[src/rtl/ms_pkg.sv]
package ms_pkg;

    localparam int CRD_W  = 11;
    localparam int WGT_W  = 16;
    localparam int ITER_W = 5;

    typedef enum logic [2:0] {
        ST_IDLE   = 3'd0,
        ST_ACCUM  = 3'd1,
        ST_LAUNCH = 3'd2,
        ST_DIV    = 3'd3,
        ST_CHECK  = 3'd4
    } ms_state_e;

    // Stop reason codes seen on the stop_why port
    typedef enum logic [1:0] {
        WHY_CONV = 2'd0,
        WHY_OSC  = 2'd1,
        WHY_CAP  = 2'd2,
        WHY_ZERO = 2'd3
    } ms_why_e;

endpackage

[src/rtl/ms_accum.sv]
module ms_accum #(
    parameter int CRD_W   = 11,
    parameter int WGT_W   = 16,
    parameter int MAX_PIX = 4096,
    localparam int CNT_W  = $clog2(MAX_PIX + 1),
    localparam int SX_W   = CRD_W + WGT_W + CNT_W,
    localparam int SW_W   = WGT_W + CNT_W
) (
    input  logic             clk,
    input  logic             rst_n,
    input  logic             clr,
    input  logic             en,
    input  logic [CRD_W-1:0] x,
    input  logic [CRD_W-1:0] y,
    input  logic [WGT_W-1:0] w,
    output logic [SX_W-1:0]  sum_xw,
    output logic [SX_W-1:0]  sum_yw,
    output logic [SW_W-1:0]  sum_w
);

    typedef struct packed {
        logic [SX_W-1:0] sx;
        logic [SX_W-1:0] sy;
        logic [SW_W-1:0] sw;
    } acc_t;

    acc_t acc_d, acc_q;

    always_comb begin
        acc_d = acc_q;
        if (clr) begin
            acc_d = '0;
        end else if (en) begin
            acc_d.sx = acc_q.sx + SX_W'(x * w);
            acc_d.sy = acc_q.sy + SX_W'(y * w);
            acc_d.sw = acc_q.sw + SW_W'(w);
        end
    end

    always_ff @(posedge clk or negedge rst_n) begin
        if (!rst_n) acc_q <= '0;
        else        acc_q <= acc_d;
    end

    assign sum_xw = acc_q.sx;
    assign sum_yw = acc_q.sy;
    assign sum_w  = acc_q.sw;

    // a cleared accumulator starts the pass from zero
    assert_clear_zero_R3: assert property (@(posedge clk) disable iff (!rst_n)
        clr |=> (acc_q.sw == '0 && acc_q.sx == '0 && acc_q.sy == '0));

endmodule

[src/rtl/ms_divider.sv]
module ms_divider #(
    parameter int NUM_W  = 40,
    parameter int DEN_W  = 29,
    parameter int Q_W    = 11,
    localparam int IDX_W = (Q_W > 1) ? $clog2(Q_W) : 1
) (
    input  logic             clk,
    input  logic             rst_n,
    input  logic             go,
    input  logic [NUM_W-1:0] num,
    input  logic [DEN_W-1:0] den,
    output logic [Q_W-1:0]   quot,
    output logic             fin
);

    typedef struct packed {
        logic             busy;
        logic             fin;
        logic [IDX_W-1:0] idx;
        logic [NUM_W-1:0] num;
        logic [NUM_W-1:0] rem;
        logic [DEN_W-1:0] den;
        logic [Q_W-1:0]   q;
    } div_t;

    div_t dv_d, dv_q;
    logic [NUM_W:0] trial;

    always_comb begin
        dv_d     = dv_q;
        dv_d.fin = 1'b0;
        trial    = {{(NUM_W + 1 - DEN_W){1'b0}}, dv_q.den} << dv_q.idx;
        if (go) begin
            dv_d.busy = 1'b1;
            dv_d.idx  = IDX_W'(Q_W - 1);
            dv_d.num  = num;
            dv_d.rem  = num;
            dv_d.den  = den;
            dv_d.q    = '0;
        end else if (dv_q.busy) begin
            if ({1'b0, dv_q.rem} >= trial) begin
                dv_d.rem          = dv_q.rem - trial[NUM_W-1:0];
                dv_d.q[dv_q.idx]  = 1'b1;
            end
            if (dv_q.idx == '0) begin
                dv_d.busy = 1'b0;
                dv_d.fin  = 1'b1;
            end else begin
                dv_d.idx = dv_q.idx - 1'b1;
            end
        end
    end

    always_ff @(posedge clk or negedge rst_n) begin
        if (!rst_n) dv_q <= '0;
        else        dv_q <= dv_d;
    end

    assign quot = dv_q.q;
    assign fin  = dv_q.fin;

    // the finished quotient is the floor of num/den
    assert_div_exact_R3: assert property (@(posedge clk) disable iff (!rst_n)
        dv_q.fin |-> ((NUM_W + 1)'(dv_q.q) * (NUM_W + 1)'(dv_q.den)
                      + (NUM_W + 1)'(dv_q.rem) == (NUM_W + 1)'(dv_q.num)
                      && dv_q.rem < NUM_W'(dv_q.den)));

endmodule

[src/rtl/ms_stop_check.sv]
module ms_stop_check
    import ms_pkg::*;
#(
    parameter int CRD_W  = 11,
    parameter int ITER_W = 5
) (
    input  logic [CRD_W-1:0]  nx,
    input  logic [CRD_W-1:0]  ny,
    input  logic [CRD_W-1:0]  cx,
    input  logic [CRD_W-1:0]  cy,
    input  logic [CRD_W-1:0]  ox,
    input  logic [CRD_W-1:0]  oy,
    input  logic              have_old,
    input  logic [CRD_W:0]    eps,
    input  logic [ITER_W-1:0] iter,
    input  logic [ITER_W-1:0] lim,
    output logic              stop,
    output ms_why_e           why
);

    logic [CRD_W-1:0] dx, dy;
    logic [CRD_W:0]   step;
    logic             small_step, osc, cap;

    always_comb begin
        dx         = (nx >= cx) ? (nx - cx) : (cx - nx);
        dy         = (ny >= cy) ? (ny - cy) : (cy - ny);
        step       = {1'b0, dx} + {1'b0, dy};
        small_step = step < eps;
        osc        = have_old && (nx == ox) && (ny == oy);
        cap        = iter >= lim;
        stop       = small_step || osc || cap;
        if (small_step)  why = WHY_CONV;
        else if (osc)    why = WHY_OSC;
        else             why = WHY_CAP;
    end

endmodule

[src/rtl/ms_iter_ctrl.sv]
module ms_iter_ctrl
    import ms_pkg::*;
#(
    parameter int CRD_W    = ms_pkg::CRD_W,
    parameter int WGT_W    = ms_pkg::WGT_W,
    parameter int ITER_W   = ms_pkg::ITER_W,
    parameter int ITER_MAX = 20,
    parameter int MAX_PIX  = 4096,
    localparam int CNT_W   = $clog2(MAX_PIX + 1),
    localparam int SX_W    = CRD_W + WGT_W + CNT_W,
    localparam int SW_W    = WGT_W + CNT_W
) (
    input  logic              clk,
    input  logic              rst_n,
    input  logic              start,
    input  logic [CRD_W-1:0]  start_x,
    input  logic [CRD_W-1:0]  start_y,
    input  logic [CRD_W:0]    eps,
    input  logic [ITER_W-1:0] max_iter,
    input  logic              pix_valid,
    input  logic              pix_last,
    input  logic [CRD_W-1:0]  pix_x,
    input  logic [CRD_W-1:0]  pix_y,
    input  logic [WGT_W-1:0]  pix_w,
    output logic              pass_ready,
    output logic              busy,
    output logic [CRD_W-1:0]  ctr_x,
    output logic [CRD_W-1:0]  ctr_y,
    output logic              done,
    output logic [1:0]        stop_why,
    output logic [ITER_W-1:0] iter_cnt
);

    typedef struct packed {
        ms_state_e         st;
        logic [CRD_W-1:0]  cx;
        logic [CRD_W-1:0]  cy;
        logic [CRD_W-1:0]  ox;
        logic [CRD_W-1:0]  oy;
        logic [ITER_W-1:0] iter;
        logic [ITER_W-1:0] lim;
        logic [CRD_W:0]    eps;
        logic              done;
        ms_why_e           why;
    } ctl_t;

    ctl_t ctl_d, ctl_q;

    logic              acc_clr, acc_en, div_go;
    logic [SX_W-1:0]   acc_num [2];
    logic [SW_W-1:0]   acc_sw;
    logic [CRD_W-1:0]  div_q   [2];
    logic [1:0]        div_fin;
    logic              chk_stop;
    ms_why_e           chk_why;
    logic [ITER_W-1:0] lim_in;

    ms_accum #(
        .CRD_W  (CRD_W),
        .WGT_W  (WGT_W),
        .MAX_PIX(MAX_PIX)
    ) u_accum (
        .clk   (clk),
        .rst_n (rst_n),
        .clr   (acc_clr),
        .en    (acc_en),
        .x     (pix_x),
        .y     (pix_y),
        .w     (pix_w),
        .sum_xw(acc_num[0]),
        .sum_yw(acc_num[1]),
        .sum_w (acc_sw)
    );

    // one divider per axis, both launched together
    for (genvar g = 0; g < 2; g++) begin : g_axis
        ms_divider #(
            .NUM_W(SX_W),
            .DEN_W(SW_W),
            .Q_W  (CRD_W)
        ) u_div (
            .clk  (clk),
            .rst_n(rst_n),
            .go   (div_go),
            .num  (acc_num[g]),
            .den  (acc_sw),
            .quot (div_q[g]),
            .fin  (div_fin[g])
        );
    end

    ms_stop_check #(
        .CRD_W (CRD_W),
        .ITER_W(ITER_W)
    ) u_stop (
        .nx      (div_q[0]),
        .ny      (div_q[1]),
        .cx      (ctl_q.cx),
        .cy      (ctl_q.cy),
        .ox      (ctl_q.ox),
        .oy      (ctl_q.oy),
        .have_old(ctl_q.iter >= ITER_W'(2)),
        .eps     (ctl_q.eps),
        .iter    (ctl_q.iter),
        .lim     (ctl_q.lim),
        .stop    (chk_stop),
        .why     (chk_why)
    );

    always_comb begin
        if (max_iter == '0)                     lim_in = ITER_W'(1);
        else if (max_iter > ITER_W'(ITER_MAX))  lim_in = ITER_W'(ITER_MAX);
        else                                    lim_in = max_iter;
    end

    always_comb begin
        ctl_d      = ctl_q;
        ctl_d.done = 1'b0;
        acc_clr    = 1'b0;
        acc_en     = 1'b0;
        div_go     = 1'b0;
        unique case (ctl_q.st)
            ST_IDLE: begin
                if (start) begin
                    ctl_d.cx   = start_x;
                    ctl_d.cy   = start_y;
                    ctl_d.iter = '0;
                    ctl_d.lim  = lim_in;
                    ctl_d.eps  = eps;
                    ctl_d.st   = ST_ACCUM;
                    acc_clr    = 1'b1;
                end
            end
            ST_ACCUM: begin
                acc_en = pix_valid;
                if (pix_valid && pix_last) ctl_d.st = ST_LAUNCH;
            end
            ST_LAUNCH: begin
                ctl_d.iter = ctl_q.iter + 1'b1;
                if (acc_sw == '0) begin
                    ctl_d.done = 1'b1;
                    ctl_d.why  = WHY_ZERO;
                    ctl_d.st   = ST_IDLE;
                end else begin
                    div_go   = 1'b1;
                    ctl_d.st = ST_DIV;
                end
            end
            ST_DIV: begin
                if (&div_fin) ctl_d.st = ST_CHECK;
            end
            ST_CHECK: begin
                ctl_d.ox = ctl_q.cx;
                ctl_d.oy = ctl_q.cy;
                ctl_d.cx = div_q[0];
                ctl_d.cy = div_q[1];
                if (chk_stop) begin
                    ctl_d.done = 1'b1;
                    ctl_d.why  = chk_why;
                    ctl_d.st   = ST_IDLE;
                end else begin
                    acc_clr  = 1'b1;
                    ctl_d.st = ST_ACCUM;
                end
            end
            default: ctl_d.st = ST_IDLE;
        endcase
    end

    always_ff @(posedge clk or negedge rst_n) begin
        if (!rst_n) begin
            ctl_q     <= '0;
            ctl_q.st  <= ST_IDLE;
            ctl_q.why <= WHY_CONV;
        end else begin
            ctl_q <= ctl_d;
        end
    end

    assign pass_ready = (ctl_q.st == ST_ACCUM);
    assign busy       = (ctl_q.st != ST_IDLE);
    assign ctr_x      = ctl_q.cx;
    assign ctr_y      = ctl_q.cy;
    assign done       = ctl_q.done;
    assign stop_why   = ctl_q.why;
    assign iter_cnt   = ctl_q.iter;

    // completion is a single-cycle pulse
    assert_done_pulse_R10: assert property (@(posedge clk) disable iff (!rst_n)
        done |=> !done);

    // an accepted start seeds the centre and opens a pass
    assert_seed_load_R2: assert property (@(posedge clk) disable iff (!rst_n)
        (ctl_q.st == ST_IDLE && start) |=>
            (ctr_x == $past(start_x) && ctr_y == $past(start_y)
             && iter_cnt == '0 && pass_ready));

    // zero weight sum ends the run and keeps the centre
    assert_zero_hold_R7: assert property (@(posedge clk) disable iff (!rst_n)
        (ctl_q.st == ST_LAUNCH && acc_sw == '0) |=>
            (done && stop_why == 2'd3 && $stable(ctr_x) && $stable(ctr_y)));

    // no run reports more passes than its cap
    assert_iter_bound_R6: assert property (@(posedge clk) disable iff (!rst_n)
        done |-> (iter_cnt >= ITER_W'(1) && iter_cnt <= ctl_q.lim
                  && ctl_q.lim <= ITER_W'(ITER_MAX)));

    // the cap reason only appears on the capped pass
    assert_cap_reason_R8: assert property (@(posedge clk) disable iff (!rst_n)
        (done && stop_why == 2'd2) |-> (iter_cnt == ctl_q.lim));

    // while idle without start, nothing moves
    assert_idle_quiet_R9: assert property (@(posedge clk) disable iff (!rst_n)
        (ctl_q.st == ST_IDLE && !start) |=>
            ($stable(ctr_x) && $stable(ctr_y) && !pass_ready && !busy));

endmodule

[config.mk]
export PLATFORM = sky130hd
export DESIGN_NAME = ms_iter_ctrl
export DESIGN_NICKNAME = d
export VERILOG_FILES = /design/src/rtl/ms_pkg.sv /design/src/rtl/ms_accum.sv /design/src/rtl/ms_divider.sv /design/src/rtl/ms_stop_check.sv /design/src/rtl/ms_iter_ctrl.sv
export SDC_FILE = /design/constraint.sdc
export NUM_CORES = 2
export LEC_CHECK = 0
export BUFFER_PORTS_ARGS = -buffer_cell sky130_fd_sc_hd__buf_2
export CAP_MARGIN = 25
export CORE_ASPECT_RATIO = 1.2
export CORE_UTILIZATION = 35
export CTS_CLUSTER_DIAMETER = 40
export DETAILED_ROUTE_END_ITERATION = 16
export PLACE_DENSITY = 0.55
export SLEW_MARGIN = 25
export SYNTH_ARGS = -nofsm -noshare
export SYNTH_HDL_FRONTEND = slang
export SYNTH_SLANG_ARGS = --single-unit
[constraint.sdc]
create_clock -name clk -period 14.7 [get_ports clk]
set_input_delay 2.205 -clock clk [delete_from_list [all_inputs] [get_ports clk]]
set_output_delay 2.205 -clock clk [all_outputs]
set_load 0.02 [all_outputs]
### After elaboration in Yosys (flattened, before gate mapping)

Index checks and enable logic that the tools add are counted.

| cells by class | value |
|---|---|
| $add $sub $neg | 13 |
| multiply operators | 2 |
| $lt $le $gt $ge | 12 |
| eq/ne operators | 13 |
| shifts and indexed selects | 2 |
| multiplexer cells | 54 |
| bitwise gates (word level) | 2 |
| reduce and logical (&&, ||, !) cells | 31 |

Operators with widths:

| kind | count |
|---|---|
| $mux 40 | 6 |
| $mux 109 | 2 |
| $mux 11 | 8 |
| $ge 40x41->1 | 2 |
| $shl 29x4->41 | 2 |
| $add 40x27->40 | 2 |
| $sub 40x40->40 | 2 |
| $mul 11x16->27 | 2 |
| $pmux 22 s2 | 1 |
| $sub 11x11->11 | 4 |
| $add 29x16->29 | 1 |
| $logic_not 29->1 | 1 |
| $mux 25 | 1 |
| $eq 11x11->1 | 2 |
| $ge 11x11->1 | 2 |
| $mux 22 | 1 |
| $or 11x11->11 | 2 |
| $mux 4 | 4 |
| $reduce_and 2->1 | 8 |
| $reduce_bool 2->1 | 8 |
| $pmux 3 s5 | 1 |
| $add 11x11->12 | 1 |
| $lt 12x12->1 | 1 |
| $mux 1 | 12 |
| 27 further kinds | 53 |

| storage, ports and cells | value |
|---|---|
| register bits after elaboration | 324 |
| logic and storage cells | 153 |

### Logic depth before layout (Yosys ltp)

| depth | value |
|---|---|
| depth in word-level cells | 9 |
| depth in mapped cells | 32 |

### Cells and area by module

From an unflattened synthesis, not the netlist that was laid out.

| unflattened totals | value |
|---|---|
| cell total of the unflattened synthesis | 4651 |
| area total of the unflattened synthesis | 40158.5 um^2 |

By module, submodules not included:

| module | times used | cells an instance | area an instance (um^2) | sequential area each (um^2) |
|---|---|---|---|---|
| ms_accum | 1 | 2217 | 18950.7 | 2727.6 |
| ms_divider | 2 | 861 | 7434.6 | 2152.1 |
| ms_iter_ctrl | 1 | 324 | 3473.3 | 1801.7 |
| ms_stop_check | 1 | 388 | 2865.2 | 0.0 |

### Worst setup path after synthesis

OpenSTA, ideal clock, no wires.

| timing | value |
|---|---|
| kind | input to register |
| start point | input port pix_y[10] |
| end point | register u_accum.acc_q, in the netlist u_accum.sum_yw[37] |
| setup time | 0.132 ns |
| arrival | 7.604 ns |
| slack | 6.964 ns |
| stages | 21 |
| path through | clkbuf_1 > nand2_1 > fa_1 > fa_1 > inv_1 > fa_1 > inv_1 > fa_1 > inv_1 > fa_1 > ha_1 > and3_1 > a221oi_1 > o21a_1 > o221ai_1 > a221o_1 > a31o_2 > a211oi_2 > nor3b_1 > xnor2_1 > nor2_1 |

| between the ends | value |
|---|---|
| longest elaborated chain between the ends | 4 |

RTL lines:

| what | line | RTL |
|---|---|---|
| from (decl) | ms_iter_ctrl.sv:23 | `input logic [CRD_W-1:0] pix_y,` |
| $mul 11x16->27 | ms_accum.sv:35 | `acc_d.sy = acc_q.sy + SX_W'(y * w);` |
| $add 40x27->40 | ms_accum.sv:35 |  |
| $mux 109 | ms_accum.sv:33 | `end else if (en) begin` |
| $mux 109 | ms_accum.sv:31 | `if (clr) begin` |
| to (signal assigned) | ms_accum.sv:41 | `if (!rst_n) acc_q <= '0;` |
| to (signal assigned) | ms_accum.sv:42 | `else acc_q <= acc_d;` |
| to (decl) | ms_accum.sv:27 | `acc_t acc_d, acc_q;` |

No other way between the ends. The select of a mux whose other input is x is not followed.
A chain may end at the register's enable or synchronous reset.

### Final worst setup path

| timing | value |
|---|---|
| start point | input port pix_w[1] |
| end point | register u_accum.acc_q, in the netlist u_accum.sum_yw[29] |

| between the ends | value |
|---|---|
| longest elaborated chain between the ends | 4 |

RTL lines:

| what | line | RTL |
|---|---|---|
| from (decl) | ms_iter_ctrl.sv:24 | `input logic [WGT_W-1:0] pix_w,` |
| $mul 11x16->27 | ms_accum.sv:35 |  |
| $add 40x27->40 | ms_accum.sv:35 |  |
| $mux 109 | ms_accum.sv:33 |  |
| $mux 109 | ms_accum.sv:31 |  |

No other way between the ends. The select of a mux whose other input is x is not followed.

==> reports/results.tsv <==
metric	value	unit
initial antenna violation count	4	
final hold vios	0	
leak pwr	0.0200	uW
top_reg_cell synth	dfrtp_1	
die width	300	um
most frequent cells in the layout	680 x nand2_1, 526 x inv_1, 325 x a21oi_1	
reg2reg start	ctr_y[1]	
Cell Area, Synth	0.0372	mm^2
Worst Hold Launch	u_accum.sum_yw[12]	
synthesized flop and latch total	324	
GP Congestion	0.874	
clk slew on worst S/H paths	0.05	ns
Worst Hold Class	reg -> reg	
Die Y-Extent	359	um
Power Dens Cells	112	mW/mm^2
Cell Area, Placed	0.0387	mm^2
Final nets	5097	
max_slew headroom	38.1	%
peak fanout along the critical path	24	
wire length per cell	18.0	um
CP Data Arrival Time	8.39	ns
ant diodes	0	
Final ANT Viol Nets	0	
num rows	130	
Max Clk Rate	0.126	GHz
Skew-Pair Late Insertion Delay	0.62	ns
Synth area leader	dfrtp_1	
final wirelength	105000	um
CP endpoint kind	flop	
Sink Count	324	
Vias	30034	
status	complete, no violations	
RR Endpoint	u_accum.sum_xw[37]	
Final setup viols	0	
layout cells sized above 1	8.24	%
Root Driver	clkbuf_16	
Slew Limit Fails	0	
FF-to-FF setup slack	7.67	ns
cts bufs inserted	61	
number of flops mapped to enable cells by yosys	0	
# Post-CTS Setup Buffers	0	
total gr overflow	0	
Clock Skews	0.0163	ns
slowest library cell on the worst path	fa_1	
TNS Setup	0	ns
Synth async-reset ratio	100	%
post-synthesis area per instance	8.39	um^2
worst r2r path cells	32	
TritonCTS clock tree	built	
area grow syn2layout	9.72	%
dpl hpwl	79600	um
Least-Margin Pin Slew	0.929	ns
max incr delay on CP	0.54	ns
hold depth	2	
largest net degree at the start of global routing	177	
Yosys warning total	0	
vias in the first global route	30073	
H-tree Lvls	2	
vias per cell	5.15	
share of the synthesized area in the top cell type	21.8	%
Ports	114	
Worst EP required	15.17	ns
DR iter-0 viols	1687	
min cycle time layout	7.92	ns
crit path cell chain	buf_2 > nand2_1 > fa_1 > fa_1 > inv_1 > fa_1 > inv_1 > fa_1 > inv_1 > fa_1 > ha_1 > and3_1 > a221oi_1 > o21a_1 > o221ai_1 > a221o_1 > a31o_2 > a211oi_2 > nor3_1 > xnor2_1 > nor2_1	
# Max-Cap Violations	0	
Max rail drop VDD	0.105	mV
post-cts sizing count	0	
Unique masters post-synth	87	
cts hold-fix bufs	0	
syn_nets	5139	
element type at the critical path start	primary input	
Final period util	53.8	%
Total Die Area	0.108	mm^2
CP dominant cell by count	fa_1	
sequential fraction of the synthesis area	21.8	%
Initial Util	35.4	%
RSZ-0062 raised after global routing	false	
CTS max path bufs	3	
drt first pass iters	5	
DRC violations left	0	
Endpoint, Worst Hold	g_axis[1].u_div.dv_q[52]	
IO buf count	113	
core box area	0.105	mm^2
most common cell after layout, fill and taps aside	nand2_1	
first-pass GRT wire length	169000	um
top cells by area, synth	dfrtp_1 22%, fa_1 17%, ha_1 10%, nand2_1 6.9%, inv_1 5.3%	
cell count after synthesis	4436	
Setup Crit Path Kind	in -> reg	
Total Routing Usage GR	19.5	%
post-route cell area	0.0408	mm^2
[how the worst max path moves through the flow]
stage / start / to / depth (start not counted)
2_1_floorplan: pix_y[10] / u_accum.sum_yw[37] / 21
3_3_place_gp: pix_w[0] / u_accum.sum_yw[37] / 21
3_5_place_dp: pix_w[0] / u_accum.sum_yw[39] / 21
4_1_cts: pix_w[1] / u_accum.sum_yw[39] / 21
5_1_grt: pix_w[5] / u_accum.sum_xw[30] / 21
6_report: pix_w[1] / u_accum.sum_yw[29] / 21
[worst max-delay path: cells and delay by family]
kind / cells / cell delay, ns
buffers and inverters: 4 / 0.64
AOI/OAI and AO/OA: 6 / 1.87
and+or+nand+nor: 4 / 0.53
adders and majority gates: 6 / 2.95
xor gates and xnor gates: 1 / 0.17
[cell type report]
cell class	count	area [um^2]
fill	10934	64200
timing repair buffer	137	805
inverter	528	1980
sequential	324	8110
tap	1386	1730
multi-input combinational	3342	26100
clock buffer	70	1630
clock inverter	43	450
[sequential cells by signal, summed over array words and instances, names as in the netlist]
signal             flops
stop_why               2
ctr_y                 11
done                   1
g_axis.u_div.quot     22
g_axis.u_div.fin       2
u_accum.sum_yw        40
ctl_q                 42
iter_cnt               5
u_accum.sum_xw        40
ctr_x                 11
g_axis.u_div.dv_q    119
u_accum.sum_w         29
[synth_stat cells (36+ instances only)]
cell,count
nand2_1,681
inv_1,526
a21oi_1,325
dfrtp_1,324
fa_1,312
ha_1,309
nor2_1,286
o21ai_0,210
clkbuf_1,172
and2_1,143
xnor2_1,142
a21o_1,106
mux2i_1,82
nand3_1,61
nor3_1,61
a211oi_1,57
and3_1,48
xor2_1,48
a31oi_1,36
mux2_2,36
[report_power, final]
| part | total (uW) | leakage (uW) | switching (uW) | internal [uW] |
|---|---|---|---|---|
| clock network | 1420 | 0.00102 | 553 | 870 |
| registers | 893 | 0.00430 | 0 | 893 |
| logic | 2240 | 0.0147 | 1280 | 957 |
| total | 4560 | 0.0200 | 1840 | 2720 |
[kinds of logic (layout without fill, tap and decap cells)]
kind of cell               count (synthesis)  after routing  share of synthesized area, %
xor gates and xnor gates                 190            190                          4.47
and+or+nand+nor                         1442           1442                          17.5
buffers and inverters                    770            778                          8.21
DFF                                      324            324                          21.8
AOI/OAI and AO/OA                        939            939                          15.7
muxes                                    150            150                          5.23
adders and majority gates                621            621                          27.2
[layer usage]
metal / GRT usage (%) / up-vias / share of wire (%)
met5: 0 / - / 0
met4: 6.29 / 0 / 3.3
met3: 2.27 / 155 / 3.9
met2: 32.1 / 593 / 47
met1: 26.7 / 14598 / 46
li1: - / 14688 / -
[per-stage QoR]
step / setup slack, ns / util (%) / instances / power [uW] / hold WS [ns]
after global routing: 6.32 / 38.9 / 5830 / 4940 / 0.511
final: 6.78 / 38.9 / 5830 / 4560 / 0.479
after global placement: 6.20 / 36.9 / 5716 / 3130 / 0.470
after floorplan: 6.96 / - / 4436 / 2660 / 0.447
after CTS: 6.80 / 38.8 / 5829 / 4610 / 0.482
after detailed placement: 6.16 / 36.9 / 5716 / 3150 / 0.470
(Power assumes the default switching activity.)
